--- config.mk ---
export PLATFORM = sky130hd
export DESIGN_NAME = wfifo_status_seq
export DESIGN_NICKNAME = d
export VERILOG_FILES = /design/src/rtl/wfs_pkg.sv /design/src/rtl/wfs_deadline.sv /design/src/rtl/wfs_lane.sv /design/src/rtl/wfs_regread.sv /design/src/rtl/wfifo_status_seq.sv
export SDC_FILE = /design/constraint.sdc
export NUM_CORES = 1
export LEC_CHECK = 0
export BUFFER_PORTS_ARGS = -buffer_cell sky130_fd_sc_hd__buf_2
export CAP_MARGIN = 40
export CORE_UTILIZATION = 55
export DETAILED_ROUTE_END_ITERATION = 6
export GPL_ROUTABILITY_DRIVEN = 0
export GPL_TIMING_DRIVEN = 0
export PLACE_DENSITY_LB_ADDON = 0.2
export SYNTH_ARGS = -nofsm -noshare
export SYNTH_HDL_FRONTEND = slang
export SYNTH_SLANG_ARGS = --single-unit
--- constraint.sdc ---
create_clock -name clk -period 3.7 [get_ports clk]
set_clock_uncertainty 0.05 [all_clocks]
set_input_delay 0.74 -clock clk [delete_from_list [all_inputs] [get_ports clk]]
set_output_delay 0.74 -clock clk [all_outputs]
set_load 0.005 [all_outputs]
--- src/rtl/wfs_pkg.sv ---
`timescale 1ns/1ps
package wfs_pkg;

    // How a deadline counter treats a write that arrives while it is still counting.
    typedef enum logic {
        DL_HOLD   = 1'b0,   // keep the pending deadline where it is
        DL_EXTEND = 1'b1    // push the pending deadline later by one full step
    } dl_mode_e;

    localparam int LANES = 3;

    // Positions in the status word; software decodes these bits.
    localparam int POS_IN  = 5;
    localparam int POS_MID = 4;
    localparam int POS_OUT = 0;

    typedef struct packed {
        logic stage_in;
        logic stage_mid;
        logic stage_out;
    } drain_stat_t;

endpackage

--- src/rtl/wfs_deadline.sv ---
`timescale 1ns/1ps
// One deadline, held as the number of edges left until it fires (0 = idle).
module wfs_deadline
    import wfs_pkg::*;
#(
    parameter int          CW   = 8,
    parameter dl_mode_e    MODE = DL_HOLD,
    parameter int unsigned STEP = 4
)(
    input  logic          clk,
    input  logic          rst,
    input  logic          trig,
    input  logic [CW-1:0] fresh,
    output logic [CW-1:0] cnt
);
    localparam logic [CW:0] STEP_X  = (CW+1)'(STEP);
    localparam bit          EXTENDS = (MODE == DL_EXTEND);

    logic [CW-1:0] cnt_d;
    logic [CW-1:0] dec;
    logic [CW:0]   ext_sum;
    logic [CW-1:0] ext_val;
    logic          busy;

    assign busy    = (cnt != '0);
    assign dec     = cnt - CW'(1);
    assign ext_sum = {1'b0, dec} + STEP_X;
    assign ext_val = ext_sum[CW] ? '1 : ext_sum[CW-1:0];

    always_comb begin
        cnt_d = cnt;
        if (trig && busy && EXTENDS) begin
            cnt_d = ext_val;
        end else if (busy) begin
            cnt_d = dec;
        end else if (trig) begin
            cnt_d = fresh;
        end
    end

    always_ff @(posedge clk) begin
        if (rst) cnt <= '0;
        else     cnt <= cnt_d;
    end
endmodule

--- src/rtl/wfs_lane.sv ---
`timescale 1ns/1ps
// One status flag: an optional rise deadline followed by an extendable fall deadline.
module wfs_lane
    import wfs_pkg::*;
#(
    parameter int          CW       = 8,
    parameter bit          HAS_RISE = 1'b1,
    parameter int unsigned RISE_DLY = 4,
    parameter int unsigned HIGH_LEN = 8
)(
    input  logic clk,
    input  logic rst,
    input  logic trig,
    output logic level
);
    logic          set_ev;
    logic          clr_ev;
    logic [CW-1:0] base_off;
    logic [CW:0]   fall_sum;
    logic [CW-1:0] fall_fresh;
    logic [CW-1:0] fall_cnt;

    generate
        if (HAS_RISE) begin : g_rise
            logic [CW-1:0] rise_cnt;
            wfs_deadline #(.CW(CW), .MODE(DL_HOLD), .STEP(RISE_DLY)) u_rise (
                .clk   (clk),
                .rst   (rst),
                .trig  (trig),
                .fresh (CW'(RISE_DLY)),
                .cnt   (rise_cnt)
            );
            // The rise is never moved by a write, so it fires whenever it reaches 1.
            assign set_ev   = (rise_cnt == CW'(1));
            assign base_off = (rise_cnt != '0) ? (rise_cnt - CW'(1)) : CW'(RISE_DLY);
        end else begin : g_direct
            assign set_ev   = trig;
            assign base_off = '0;
        end
    endgenerate

    // A fresh fall is measured from this flag's rise deadline.
    assign fall_sum   = {1'b0, base_off} + (CW+1)'(HIGH_LEN);
    assign fall_fresh = fall_sum[CW] ? '1 : fall_sum[CW-1:0];

    wfs_deadline #(.CW(CW), .MODE(DL_EXTEND), .STEP(HIGH_LEN)) u_fall (
        .clk   (clk),
        .rst   (rst),
        .trig  (trig),
        .fresh (fall_fresh),
        .cnt   (fall_cnt)
    );

    // A write in the same cycle extends the fall, so the fall does not fire then.
    assign clr_ev = (fall_cnt == CW'(1)) && !trig;

    always_ff @(posedge clk) begin
        if (rst) begin
            level <= 1'b0;
        end else begin
            // The fall is applied after the rise.
            if (set_ev) level <= 1'b1;
            if (clr_ev) level <= 1'b0;
        end
    end
endmodule

--- src/rtl/wfs_regread.sv ---
`timescale 1ns/1ps
module wfs_regread
    import wfs_pkg::*;
#(
    parameter int          ADDR_W      = 4,
    parameter int          DATA_W      = 32,
    parameter int unsigned STATUS_ADDR = 2
)(
    input  logic [ADDR_W-1:0] rd_addr,
    input  drain_stat_t       st,
    output logic [DATA_W-1:0] rd_data
);
    localparam logic [ADDR_W-1:0] HIT = ADDR_W'(STATUS_ADDR);

    always_comb begin
        rd_data = '0;
        if (rd_addr == HIT) begin
            rd_data[POS_IN]  = st.stage_in;
            rd_data[POS_MID] = st.stage_mid;
            rd_data[POS_OUT] = st.stage_out;
        end
    end
endmodule

--- src/rtl/wfifo_status_seq.sv ---
`timescale 1ns/1ps
module wfifo_status_seq
    import wfs_pkg::*;
#(
    parameter int          CW          = 8,
    parameter int unsigned HI_IN       = 4,
    parameter int unsigned HI_MID      = 8,
    parameter int unsigned HI_OUT      = 12,
    parameter int unsigned RISE_OUT    = 12,
    parameter int          ADDR_W      = 4,
    parameter int          DATA_W      = 32,
    parameter int unsigned STATUS_ADDR = 2
)(
    input  logic              clk,
    input  logic              rst,
    input  logic              wr_strobe,
    input  logic [ADDR_W-1:0] rd_addr,
    output logic [DATA_W-1:0] rd_data
);
    // Lane 0 drives bit 5, lane 1 drives bit 4, lane 2 drives bit 0.
    localparam int unsigned LANE_RISE [LANES] = '{0, HI_IN, RISE_OUT};
    localparam int unsigned LANE_HIGH [LANES] = '{HI_IN, HI_MID, HI_OUT};

    logic [LANES-1:0] lane_lvl;
    drain_stat_t      st;

    generate
        for (genvar g = 0; g < LANES; g++) begin : g_lane
            wfs_lane #(
                .CW       (CW),
                .HAS_RISE (g != 0),
                .RISE_DLY (LANE_RISE[g]),
                .HIGH_LEN (LANE_HIGH[g])
            ) u_lane (
                .clk   (clk),
                .rst   (rst),
                .trig  (wr_strobe),
                .level (lane_lvl[g])
            );
        end
    endgenerate

    assign st.stage_in  = lane_lvl[0];
    assign st.stage_mid = lane_lvl[1];
    assign st.stage_out = lane_lvl[2];

    wfs_regread #(
        .ADDR_W      (ADDR_W),
        .DATA_W      (DATA_W),
        .STATUS_ADDR (STATUS_ADDR)
    ) u_read (
        .rd_addr (rd_addr),
        .st      (st),
        .rd_data (rd_data)
    );
endmodule

==> impl_metrics.toml <==
[yosys]
yosys-top-cells-area = "dfxtp_1 24%, ha_1 6.5%, buf_4 6.0%"
synth-edff-count = 0
yosysMostFrequentCell = "nor2_1"
syn_inst = 481
yosysUniqueCellTypes = 66
async_flop_share = 0
yosysWarningCount = 0
avgSynthCellArea_sq_um = 7.60
synth_top_cell_by_area = "dfxtp_1"
yosys.area.top_type_share = 0.235
seq_area_frac_synth = 0.235
synth_seq_cells = 43
synth_commonest_cells = "46 x nor2_1, 43 x dfxtp_1, 31 x a21oi_1, 30 x nor3_1"
netlist_area_sq_mm = 0.00366
synthFlopType = "dfxtp_1"

[critical_path]
worst_r2r_path_depth = 13
reg2reg_setup_slack_ps = 380
end_kind = "flip-flop"
cp-start-kind = "flip-flop"
cp_max_fo = 10
r2r_start = "g_lane[2].u_lane.g_rise.u_rise.cnt[0]"
worstSetupPathType = "flip-flop to flip-flop"
crit_required_ps = 3850
crit_arrival_ps = 3470
worst_r2r_endpoint = "g_lane[2].u_lane.u_fall.cnt[3]"

[route]
firstDrtPassIters = 5
viasPerCell = 5.92
ant_nets = 0
wl_microns = 8700
route.detailed.drc = 0
dr_total_vias = 3583
drt_iter0_drc = 267
wl_per_cell_microns = 14.4

[cts]
cts_tree = "built"
cts_setup_buffers = 0
cts_root_buf = "clkbuf_8"
path_clk_slew_ps = 90
clock_sinks = 43
clk_path_buf_depth = 2
h-tree-depth = 2
clk_latency_ps = 300
numCtsBuffers = 5

[die]
die_height_microns = 83.5
coreArea_sq_mm = 0.00639
die_w_microns = 83.5
core.rowCount = 29
ioPinCount = 39
start_util = 0.572
die-area_sq_mm = 0.00698

[sta]
hold_violations = 0
slew_violations = 0
relSlewSlack = 0.485
finalSetupViolCount = 0
post-route-period-util = 0.897
tns_ps = 0
worst_slew_pin_slew_ps = 765
finalCriticalPeriod_ps = 3320
max_freq_mhz = 301
rsz0062_at_grt = "false"

[flow_run]
maxCapViolCount = 0

[placement]
place.port_buffers = 9
dp_hpwl_microns = 6570

[min_path]
holdCritPathClass = "flip-flop to flip-flop"
min_to = "g_lane[0].u_lane.level"
hold_depth = 2
hp-start = "g_lane[0].u_lane.level"

[global_route]
grt_pass1_vias = 3105
grt_max_degree = 14
antenna_found_initial = 0
overflow = 0
grt_pass1_wl_microns = 14600
grt_util_all_layers = 0.253

[cells_and_area]
final_core_util = 0.628
nFillCells = 598
diodes = 0
drive_gt1_frac = 0.136
fin_nets = 553
syn_to_final_growth_pct = 9.69

[power]
clock_power_share = 0.079
pwr_density_cell_mw_per_mm2 = 971
leakage_nw = 1.64
p_int_mw = 1.93
swShare = 0.505
combPwrFrac = 0.700
power.switching_mw = 1.97
p_seq_frac = 0.221
peakVddDrop_mv = 0.503

[outcome]
status = "finished clean"
[worst max-delay path by stage]
stage | cells after the start | from | end | slack (ps)
after floorplan | 13 | g_lane[2].u_lane.g_rise.u_rise.cnt[0] | g_lane[2].u_lane.u_fall.cnt[4] | 740
after global placement | 13 | g_lane[2].u_lane.g_rise.u_rise.cnt[0] | g_lane[2].u_lane.u_fall.cnt[4] | 210
after detailed placement | 13 | g_lane[2].u_lane.g_rise.u_rise.cnt[0] | g_lane[2].u_lane.u_fall.cnt[4] | 180
after CTS | 13 | g_lane[2].u_lane.g_rise.u_rise.cnt[0] | g_lane[2].u_lane.u_fall.cnt[3] | 150
after global routing | 13 | g_lane[2].u_lane.g_rise.u_rise.cnt[0] | g_lane[2].u_lane.u_fall.cnt[3] | 130
final | 13 | g_lane[2].u_lane.g_rise.u_rise.cnt[0] | g_lane[2].u_lane.u_fall.cnt[3] | 380
[final cells by class]
| type | instances | area [sq um] | share of cell area |
|---|---|---|---|
| Buffer | 57 | 354 | 0.0883 |
| Clock buffer | 6 | 72.6 | 0.0181 |
| Clock inverter | 2 | 12.5 | 0.00312 |
| Inverter | 17 | 63.8 | 0.0159 |
| Multi-Input combinational cell | 392 | 2490 | 0.621 |
| Sequential cell | 43 | 861 | 0.215 |
| Tap cell | 77 | 96.3 | 0.0240 |
| Timing Repair Buffer | 11 | 58.8 | 0.0147 |
[layer usage]
| metal | global-route usage | share of wire | up-vias |
|---|---|---|---|
| met5 | 0 | 0 | - |
| met4 | 0.0555 | 0.015 | 0 |
| met3 | 0.0465 | 0.049 | 12 |
| met2 | 0.417 | 0.47 | 110 |
| met1 | 0.347 | 0.47 | 1664 |
| li1 | - | - | 1797 |
[worst max-delay path, cell delays in order, from the launching register on]
cell and delay, ps:
dfxtp_1 320, clkbuf_1 190, inv_1 120, ha_1 150
clkbuf_1 370, nor3b_2 410, and2_1 280, nor3_1 110
ha_1 260, nand4b_1 220, a21oi_2 270, nor2_1 90
a221o_1 300, o41ai_1 60
[logic make-up after synthesis]
group,after synthesis,synth area share
AND/OR/NAND/NOR,190,0.277
flip-flops,43,0.235
multiplexers,8,0.0229
XOR/XNOR,27,0.0647
other,1,0.00103
adder cells (fa/ha/maj),19,0.0650
AO/OA/AOI/OAI,119,0.220
buffers and inverters,74,0.114
[layout by cell type (no fill, tap or decap), types with 6 or more instances in the layout]
cell type	Yosys	layout
a211oi_1	7	7
a21oi_1	31	30
a311oi_1	6	6
and2_1	7	7
and3_1	6	6
buf_2	1	10
buf_4	29	29
clkbuf_1	22	23
clkbuf_8	3	8
conb_1	1	29
dfxtp_1	43	43
ha_1	19	19
inv_1	16	16
nand2_1	29	29
nand3_1	12	12
nor2_1	46	46
nor2b_1	7	7
nor3_1	30	30
nor4_1	11	11
o21ai_0	18	18
o31ai_1	7	7
xnor2_1	16	16
xor2_1	11	11
[timing repair]
| item | in CTS | in global routing |
|---|---|---|
| hold buffers | 0 | 0 |
| gates resized for setup | 0 | 2 |
| endpoints found under the setup margin | 0 | 6 |
[power groups by stage]
stage / sequential, mW / combinational [mW] / clock, mW
floorplan: 0.812 / 2.18 / 0
global placement: 0.861 / 2.60 / 0
detailed placement: 0.866 / 2.66 / 0
CTS: 0.856 / 2.69 / 0.315
global route: 0.894 / 3.04 / 0.337
finish: 0.862 / 2.73 / 0.306
[through the flow]
stage | setup WS (ps) | hold WS, ps | area [sq um] | cells | power, mW
4_1_cts | 149 | 459 | 4000 | 605 | 3.86
3_3_place_gp | 213 | 412 | 3900 | 595 | 3.46
5_1_grt | 131 | 490 | 4010 | 605 | 4.27
2_1_floorplan | 741 | 398 | 3760 | 509 | 2.99
6_report | 381 | 456 | 4010 | 605 | 3.90
3_5_place_dp | 178 | 436 | 3920 | 597 | 3.53
[state kept, by name, summed over array words and instances, names as in the netlist]
register,cells
g_lane.u_lane.level,3
g_lane.u_lane.u_fall.cnt,24
g_lane.u_lane.g_rise.u_rise.cnt,16
(Power assumes the default switching activity.)
